[config.mk]
export PLATFORM = sky130hd
export DESIGN_NAME = wr_pre_guard
export DESIGN_NICKNAME = d
export VERILOG_FILES = /design/src/rtl/wpg_pkg.sv /design/src/rtl/wpg_cmd_decode.sv /design/src/rtl/wpg_load_calc.sv /design/src/rtl/wpg_bank_timer.sv /design/src/rtl/wr_pre_guard.sv
export SDC_FILE = /design/constraint.sdc
export NUM_CORES = 1
export LEC_CHECK = 0
export BUFFER_PORTS_ARGS = -buffer_cell sky130_fd_sc_hd__buf_2
export CORE_AREA = 2 2 97 99
export DETAILED_ROUTE_END_ITERATION = 7
export DIE_AREA = 0 0 99 101
export GPL_TIMING_DRIVEN = 0
export HOLD_SLACK_MARGIN = 0.06
export PLACE_DENSITY_LB_ADDON = 0.3
export SYNTH_ARGS = -nofsm -noshare
export SYNTH_HDL_FRONTEND = slang
export SYNTH_SLANG_ARGS = --single-unit
[constraint.sdc]
create_clock -name clk_i -period 1.7 [get_ports clk_i]
set_input_delay 0.34 -clock clk_i [delete_from_list [all_inputs] [get_ports clk_i]]
set_output_delay 0.34 -clock clk_i [all_outputs]
set_load 0.005 [all_outputs]
[src/rtl/wpg_pkg.sv]
`timescale 1ns/1ps
package wpg_pkg;
  typedef enum logic [1:0] {
    CMD_OTHER0 = 2'b00,
    CMD_WRITE  = 2'b01,
    CMD_PRE    = 2'b10,
    CMD_OTHER3 = 2'b11
  } cmd_e;
endpackage

[src/rtl/wpg_cmd_decode.sv]
`timescale 1ns/1ps
module wpg_cmd_decode
  import wpg_pkg::*;
#(
  parameter int NUM_BANKS = 8,
  localparam int BANK_W = $clog2(NUM_BANKS)
) (
  input  logic                 cmd_valid_i,
  input  logic [1:0]           cmd_type_i,
  input  logic [BANK_W-1:0]    bank_i,
  input  logic                 a10_i,
  output logic [NUM_BANKS-1:0] wr_hit_o,
  output logic                 pre_one_o,
  output logic                 pre_all_o
);
  logic is_wr, is_pre;

  assign is_wr     = cmd_valid_i && (cmd_e'(cmd_type_i) == CMD_WRITE);
  assign is_pre    = cmd_valid_i && (cmd_e'(cmd_type_i) == CMD_PRE);
  assign pre_one_o = is_pre && !a10_i;
  assign pre_all_o = is_pre && a10_i;

  for (genvar b = 0; b < NUM_BANKS; b++) begin : g_hit
    assign wr_hit_o[b] = is_wr && (bank_i == BANK_W'(b));
  end
endmodule

[src/rtl/wpg_load_calc.sv]
`timescale 1ns/1ps
module wpg_load_calc #(
  parameter int AL_W  = 3,
  parameter int CL_W  = 3,
  parameter int TWR_W = 4,
  parameter int CNT_W = 6
) (
  input  logic [AL_W-1:0]  al_i,
  input  logic [CL_W-1:0]  cl_i,
  input  logic             bl8_i,
  input  logic [TWR_W-1:0] twr_i,
  output logic [CNT_W-1:0] load_o
);
  logic [CNT_W-1:0] lat_sum, wl, half_bl;

  assign lat_sum = CNT_W'(al_i) + CNT_W'(cl_i);
  assign wl      = (lat_sum == '0) ? '0 : lat_sum - CNT_W'(1);
  assign half_bl = bl8_i ? CNT_W'(4) : CNT_W'(2);
  // late DQSS pushes start to the next edge; counter zero means the following edge is legal
  assign load_o  = wl + half_bl + CNT_W'(twr_i);
endmodule

[src/rtl/wpg_bank_timer.sv]
`timescale 1ns/1ps
module wpg_bank_timer #(
  parameter int CNT_W = 6
) (
  input  logic             clk_i,
  input  logic             rst_ni,
  input  logic             load_i,
  input  logic [CNT_W-1:0] load_val_i,
  output logic             ok_o
);
  logic [CNT_W-1:0] cnt_q;

  always_ff @(posedge clk_i or negedge rst_ni) begin
    if (!rst_ni)            cnt_q <= '0;
    else if (load_i)        cnt_q <= load_val_i;
    else if (cnt_q != '0)   cnt_q <= cnt_q - CNT_W'(1);
  end

  assign ok_o = (cnt_q == '0);
endmodule

[src/rtl/wr_pre_guard.sv]
`timescale 1ns/1ps
module wr_pre_guard #(
  parameter int NUM_BANKS = 8,
  parameter int AL_W      = 3,
  parameter int CL_W      = 3,
  parameter int TWR_W     = 4,
  localparam int BANK_W   = $clog2(NUM_BANKS),
  localparam int CNT_W    = $clog2((1 << AL_W) + (1 << CL_W) + 4 + (1 << TWR_W))
) (
  input  logic                 clk_i,
  input  logic                 rst_ni,
  input  logic                 cmd_valid_i,
  input  logic [1:0]           cmd_type_i,
  input  logic [BANK_W-1:0]    bank_i,
  input  logic                 a10_i,
  input  logic [AL_W-1:0]      al_i,
  input  logic [CL_W-1:0]      cl_i,
  input  logic                 bl8_i,
  input  logic [TWR_W-1:0]     twr_i,
  output logic [NUM_BANKS-1:0] pre_ok_o,
  output logic                 err_o
);
  logic [NUM_BANKS-1:0] wr_hit, ok;
  logic                 pre_one, pre_all;
  logic [CNT_W-1:0]     load_val;
  logic                 err_d, err_q;

  wpg_cmd_decode #(.NUM_BANKS(NUM_BANKS)) u_dec (
    .cmd_valid_i (cmd_valid_i),
    .cmd_type_i  (cmd_type_i),
    .bank_i      (bank_i),
    .a10_i       (a10_i),
    .wr_hit_o    (wr_hit),
    .pre_one_o   (pre_one),
    .pre_all_o   (pre_all)
  );

  wpg_load_calc #(.AL_W(AL_W), .CL_W(CL_W), .TWR_W(TWR_W), .CNT_W(CNT_W)) u_calc (
    .al_i   (al_i),
    .cl_i   (cl_i),
    .bl8_i  (bl8_i),
    .twr_i  (twr_i),
    .load_o (load_val)
  );

  for (genvar b = 0; b < NUM_BANKS; b++) begin : g_bank
    wpg_bank_timer #(.CNT_W(CNT_W)) u_tmr (
      .clk_i      (clk_i),
      .rst_ni     (rst_ni),
      .load_i     (wr_hit[b]),
      .load_val_i (load_val),
      .ok_o       (ok[b])
    );
  end

  always_comb begin
    err_d = 1'b0;
    if (pre_one)      err_d = !ok[bank_i];
    else if (pre_all) err_d = !(&ok);
  end

  always_ff @(posedge clk_i or negedge rst_ni) begin
    if (!rst_ni) err_q <= 1'b0;
    else         err_q <= err_d;
  end

  assign pre_ok_o = ok;
  assign err_o    = err_q;
endmodule

; ---- After elaboration in Yosys (flattened, before gate mapping)
; Index checks and enable logic that the tools add are counted.
[totals]
input_bits = 20
wordCells = 95
ff_bits = 49
[op_classes]
reduce_logical = 42
magnitude_cmp = 1
n_addsub = 12
n_eq_ne = 9
muxes = 22
[op_table]
columns = operator, n
row1 = 6-bit 2-to-1 mux, 17
row2 = 6-bit logical NOT, 9
row3 = 6-bit by 1-bit subtractor with 6-bit output (second input constant), 9
row4 = 6-bit nonzero test, 8
row5 = 2-bit nonzero test, 8
row6 = 3-bit equality test (second input constant), 4
row7 = 1-bit logical AND, 12
row8 = 8-bit AND reduction, 1
row9 = 6-bit by 4-bit adder with 6-bit output, 1
row10 = 6-bit adder, 1
row11 = 3-bit by 2-bit equality test with 1-bit output (second input constant), 2
row12 = 3-bit by 3-bit adder with 4-bit output, 1
row13 = 3-bit by 4-bit < comparator with 1-bit output (second input constant), 1
row14 = 1-bit binary-select mux with 3-bit select, 1
row15 = 3-bit by 1-bit equality test with 1-bit output (second input constant), 1
row16 = 1-bit logical NOT, 3
row17 = 3-bit logical NOT, 1
row18 = 1-bit 2-to-1 mux, 3
row19 = 3-bit 2-to-1 mux, 1
row20 = 2-bit by 1-bit equality test with 1-bit output (second input constant), 1
row21 = 2-bit equality test (second input constant), 1

; ---- Depth between registers and ports, before layout
[logic_depth]
depth_word = 6
depth_mapped = 15
mapped_depth_nobuf = 15

; ---- Hierarchy
; Synthesis repeated with hierarchy kept, for this count alone.
[hier_totals]
hier_cells = 385
hier_area_um2 = 3782.4
[by_module_without_submodules]
columns = module, area_each_um2, n_inst, seq_area_each_um2, cells_each
row1 = wpg_bank_timer, 400.4, 8, 150.1, 40
row2 = wpg_load_calc, 359.1, 1, 0.0, 41
row3 = wr_pre_guard, 116.4, 1, 25.0, 8
row4 = wpg_cmd_decode, 103.8, 1, 0.0, 16

; ---- Worst setup path after synthesis
; No wires, ideal clock.
[synth_timing]
path_kind = input-to-reg
from = input al_i[0]
to = register g_bank[6].u_tmr.cnt_q[5]
slack_ns = -1.594
path_buffers = 0
arrival_ns = 3.165
cell_stages = 15
setup_time_ns = 0.129
required_ns = 1.571
cell_sequence = ha_1 > inv_1 > fa_1 > ha_1 > a31o_2 > fa_1 > inv_1 > ha_1 > inv_1 > fa_1 > inv_1 > a21o_1 > a21oi_2 > xnor2_4 > o21ai_1
[synth_via]
elab_chain_len = 6
[synth_rtl]
columns = item, line
row1 = start: declaration, wr_pre_guard.sv:16  ; input logic [AL_W-1:0] al_i,
row2 = 3-bit by 3-bit adder with 4-bit output *, wpg_load_calc.sv:16  ; assign lat_sum = CNT_W'(al_i) + CNT_W'(cl_i);
row3 = 6-bit by 1-bit subtractor with 6-bit output or 6-bit logical NOT (tied branches), wpg_load_calc.sv:17  ; assign wl = (lat_sum == '0) ? '0 : lat_sum - CNT_W'(1);
row4 = 6-bit 2-to-1 mux *, wpg_load_calc.sv:17
row5 = 6-bit adder *, wpg_load_calc.sv:20  ; assign load_o = wl + half_bl + CNT_W'(twr_i);
row6 = 6-bit by 4-bit adder with 6-bit output *, wpg_load_calc.sv:20
row7 = 6-bit 2-to-1 mux *, wpg_bank_timer.sv:15  ; else if (load_i) cnt_q <= load_val_i;
row8 = end signal: assignment, wpg_bank_timer.sv:15
row9 = end signal: assignment, wpg_bank_timer.sv:16  ; else if (cnt_q != '0) cnt_q <= cnt_q - CNT_W'(1);
row10 = end: declaration, wpg_bank_timer.sv:11  ; logic [CNT_W-1:0] cnt_q;
; Mark *: on every way between the ends. The rest lies on a longest branch, timed or not.
; A chain may end at the register's enable or synchronous reset.

; ---- Worst setup path in the final report
[layout_timing]
from = input cl_i[0]
to = register g_bank[0].u_tmr.cnt_q[5]
[layout_via]
elab_chain_len = 6
[layout_rtl]
columns = item, line
row1 = start: declaration, wr_pre_guard.sv:17  ; input logic [CL_W-1:0] cl_i,
row2 = 3-bit by 3-bit adder with 4-bit output *, wpg_load_calc.sv:16
row3 = 6-bit by 1-bit subtractor with 6-bit output or 6-bit logical NOT (tied branches), wpg_load_calc.sv:17
row4 = 6-bit 2-to-1 mux *, wpg_load_calc.sv:17
row5 = 6-bit adder *, wpg_load_calc.sv:20
row6 = 6-bit by 4-bit adder with 6-bit output *, wpg_load_calc.sv:20
row7 = 6-bit 2-to-1 mux *, wpg_bank_timer.sv:15
row8 = end signal: assignment, wpg_bank_timer.sv:15
row9 = end signal: assignment, wpg_bank_timer.sv:16
row10 = end: declaration, wpg_bank_timer.sv:11
; Marked as above.

==> out/summary.md <==
### Yosys
* **post-synth cell types** 51
* **share of Yosys cell area claimed by the top area cell type** 35.34%
* **per-instance average area after synthesis** 8.942 um2
* **cell area after synthesis** 3470 um2
* **register bit total from synthesis** 49
* **Mapped Nets** 439
* **Synth area leaders** sky130_fd_sc_hd__dfrtp_1, sky130_fd_sc_hd__ha_1, sky130_fd_sc_hd__xnor2_1
* **sequential fraction of the synthesis area** 35.34%
* **warnings from Yosys** 0
* **largest area contributor in the synthesized netlist** sky130_fd_sc_hd__dfrtp_1
* **Mapped Cells** 388

### Clock tree
* **hold-fix buffer count after cts** 0
* **CTS H-Tree Depth** 2
* **clock tree sinks** 49
* **Clock Latency Late Sink** 0.31 ns
* **clock tree from TritonCTS** done
* **CTS Buf Count** 5
* **CTS Root Buffer Type** sky130_fd_sc_hd__clkbuf_8
* **clock tree buffer depth** 2
* **clock transition at the register clock pins on the worst setup and hold paths after CTS** 0.10 ns

### Power
* **Flop pwr share** 29.1%
* **net switching power of the design** 3.320 mW
* **peak ir drop on the vdd network** 538.4 uV
* **leakage component of the power** 2.113 nW
* **power density over the cells** 1724 nW/um2
* **Clk pwr share** 8.9%
* **share of total power consumed by net switching** 41.16%
* **internal power** 4.746 mW
* **Comb power frac** 62.0%

### Critical path
* **startpoint type of the worst setup path** input pin
* **data arrival time of the worst path** 3.28 ns
* **startpoint of the worst setup timing path** cl_i[0]
* **reg-to-reg startpoint** g_bank[7].u_tmr.cnt_q[0]
* **startpoint-to-endpoint class of the critical path** in2reg
* **Critical Path Sink** g_bank[0].u_tmr.cnt_q[5]
* **worst r2r dst** err_o
* **flop-to-flop setup slack** -0.13 ns
* **worst endpoint required time** 1.89 ns
* **largest fanout of any net on the critical path** 5
* **endpoint type of the worst setup path** flop
* **worst reg-to-reg path cell count** 9

### Placed design
* **estimated wirelength of the detail-placed design** 5309 um
* **Post-DP Area** 3837 um2
* **PortBufs** 27
* **final RePlAce weighted congestion** 0.8141
* **number of cells after detailed placement** 526

### Min path
* **Worst Hold Class** in2async

### STA
* **final worst slack** -1.393 ns
* **Post-Route Skew** 0.01109 ns
* **Period Utilization, post-route** 181.9%
* **Hold Slack** 0.2358 ns
* **transition at the pin with the smallest max-transition slack** 1.111 ns
* **final hold violation count** 0
* **minimum clock period after layout** 3.093 ns
* **number of endpoints failing setup at the final stage** 50
* **Max Clk Rate** 323.3 MHz
* **final count of pins violating max slew** 0
* **worst-case headroom to the max-slew limit** 25.95%
* **setup repair after global routing missed its margin** true

### Outcome
* **status** finished with violations
* **violated checks** setup timing

### Floorplan
* **floorplan row count** 35
* **starting density of the core** 38.65%
* **overall die width** 99 um
* **die height** 101 um
* **core footprint** 8977 um2
* **die area** 9999 um2
* **Top Ports** 29

### Final layout
* **final standard cell area without fillers** 4679 um2
* **final net count** 517
* **Area Growth Syn to Fin** 34.87%
* **final std cells w/o fill** 578
* **# diodes** 0
* **layout cell share with drive strength beyond 1** 39.83%

### Global routing
* **overall routing resource usage** 17.12%
* **largest net degree at the start of global routing** 50
* **initial antenna violation count** 0
* **first-pass GRT wire length** 13,700 um
* **remaining global-route overflow** 0
* **vias in the first global route** 2,878

### Route
* **remaining antenna violation count after routing** 0
* **drt via density** 5.118
* **detailed-route via count** 2,958
* **total routed wirelength** 8448 um
* **WL/cell** 14.62 um
* **1st-pass router iterations** 4
* **remaining routing DRC violations** 0
* **DR iter-0 viols** 133

### Run
* **max-cap check violation count** 0

[sequential cells by signal, indices dropped and copies added (netlist names)]
register,cells
g_bank.u_tmr.cnt_q,48
err_o,1
[worst max-delay path, cell delays in order]
cell	delay, ns
sky130_fd_sc_hd__buf_8	0.10
sky130_fd_sc_hd__ha_4	0.15
sky130_fd_sc_hd__inv_2	0.05
sky130_fd_sc_hd__fa_2	0.48
sky130_fd_sc_hd__ha_4	0.26
sky130_fd_sc_hd__a31o_4	0.20
sky130_fd_sc_hd__fa_2	0.53
sky130_fd_sc_hd__inv_2	0.04
sky130_fd_sc_hd__ha_4	0.15
sky130_fd_sc_hd__inv_2	0.04
sky130_fd_sc_hd__fa_2	0.19
sky130_fd_sc_hd__inv_2	0.03
sky130_fd_sc_hd__a21o_1	0.17
sky130_fd_sc_hd__a21oi_4	0.17
sky130_fd_sc_hd__xnor2_4	0.15
sky130_fd_sc_hd__buf_12	0.16
sky130_fd_sc_hd__o21ai_2	0.05
[cells by family (layout without fill, tap and decap cells)]
| group | after synthesis | after routing | synth area share (%) |
|---|---|---|---|
| multiplexers | 7 | 7 | 2.164 |
| flip-flops | 49 | 49 | 35.34 |
| XOR/XNOR | 42 | 42 | 11.14 |
| adder cells (fa/ha/maj) | 31 | 31 | 12.04 |
| other | 1 | 1 | 0.1081 |
| AND/OR/NAND/NOR | 144 | 144 | 22.40 |
| AO/OA/AOI/OAI | 63 | 63 | 10.21 |
| buffers and inverters | 51 | 130 | 6.599 |
[routing by layer]
metal / GRT usage (%) / part of all wire [%] / routed length, um
met3: 2.635 / 4.6 / 392
met4: 4.531 / 1.3 / 106
met2: 29.78 / 50 / 4226
met1: 22.25 / 44 / 3722
met5: 0 / 0 / 0
[metrics by stage]
stage	total power, mW	worst slack [ns]	util [%]	TNS (ns)
after global routing	8.723	-1.461	52.13	-51.23
after floorplan	4.997	-1.511	-	-52.08
after CTS	7.624	-1.412	50.02	-47.68
after global placement	5.654	-2.087	42.75	-70.91
after detailed placement	5.768	-2.145	42.75	-74.12
final	8.066	-1.393	52.13	-47.73
[Yosys cell counts (all sizes together)]
| library cell | number |
|---|---|
| a211o | 1 |
| buf | 12 |
| a31o | 1 |
| a211oi | 2 |
| nand3b | 3 |
| ha | 27 |
| nand2b | 6 |
| clkbuf | 7 |
| mux2i | 3 |
| and3 | 4 |
| nor2 | 35 |
| nor3b | 5 |
| nand2 | 33 |
| nand3 | 24 |
| dfrtp | 49 |
| nor4 | 7 |
| a21oi | 16 |
| and2 | 2 |
| or3 | 9 |
| a21o | 3 |
| nor3 | 12 |
| xor2 | 16 |
| mux2 | 4 |
| a31oi | 3 |
| fa | 4 |
| nor2b | 2 |
| o21ai | 33 |
| nand4 | 1 |
| conb | 1 |
| o32ai | 1 |
| or4 | 1 |
| o22ai | 3 |
| inv | 31 |
| xnor2 | 26 |
| clkinv | 1 |
[power by group through the flow]
stage	clock network (mW)	registers, mW	logic (mW)
after global placement	0	2.34	3.32
after floorplan	0	2.24	2.76
final	0.717	2.35	5.00
after global routing	0.781	2.42	5.52
after detailed placement	0	2.35	3.41
after CTS	0.738	2.30	4.58
[cells in the final DEF (no fill, tap or decap), types with 4 or more instances in the layout]
master and n:
sky130_fd_sc_hd__a21oi_1 11, sky130_fd_sc_hd__buf_2 21, sky130_fd_sc_hd__buf_4 45, sky130_fd_sc_hd__buf_6 14, sky130_fd_sc_hd__clkbuf_1 6, sky130_fd_sc_hd__clkbuf_8 5, sky130_fd_sc_hd__dfrtp_1 49, sky130_fd_sc_hd__ha_1 19
sky130_fd_sc_hd__ha_4 7, sky130_fd_sc_hd__inv_1 15, sky130_fd_sc_hd__inv_2 16, sky130_fd_sc_hd__nand2_1 29, sky130_fd_sc_hd__nand2_2 4, sky130_fd_sc_hd__nand3_1 23, sky130_fd_sc_hd__nor2_1 30, sky130_fd_sc_hd__nor2_2 4
sky130_fd_sc_hd__nor3_1 10, sky130_fd_sc_hd__o21ai_0 4, sky130_fd_sc_hd__o21ai_1 9, sky130_fd_sc_hd__o21ai_2 20, sky130_fd_sc_hd__or3_1 8, sky130_fd_sc_hd__xnor2_1 25, sky130_fd_sc_hd__xor2_1 13
[worst min path at each step]
stage,endpoint,slack [ns],startpoint
after floorplan,err_o,0.04,rst_ni
after global placement,g_bank[3].u_tmr.cnt_q[1],0.55,g_bank[3].u_tmr.cnt_q[1]
after detailed placement,g_bank[5].u_tmr.cnt_q[1],0.56,g_bank[5].u_tmr.cnt_q[1]
after CTS,g_bank[7].u_tmr.cnt_q[5],0.28,rst_ni
after global routing,err_o,0.32,cmd_type_i[0]
final,g_bank[0].u_tmr.cnt_q[2],0.24,rst_ni
[final cells by class]
type	instances	area, um2
fill	804	4298
clock inverter	3	21.27
tap	111	138.9
multi-input combinational	288	2399
clock buffer	5	68.82
inverter	32	132.6
buffer	11	66.31
sequential	49	1226
timing repair buffer	79	626.9
[what timing repair did]
action	4_1_cts	5_1_grt
endpoints found under the setup margin	57	56
resized for setup	57	38
pin swaps	34	14
buffers inserted	46	6
(Power assumes the default switching activity.)
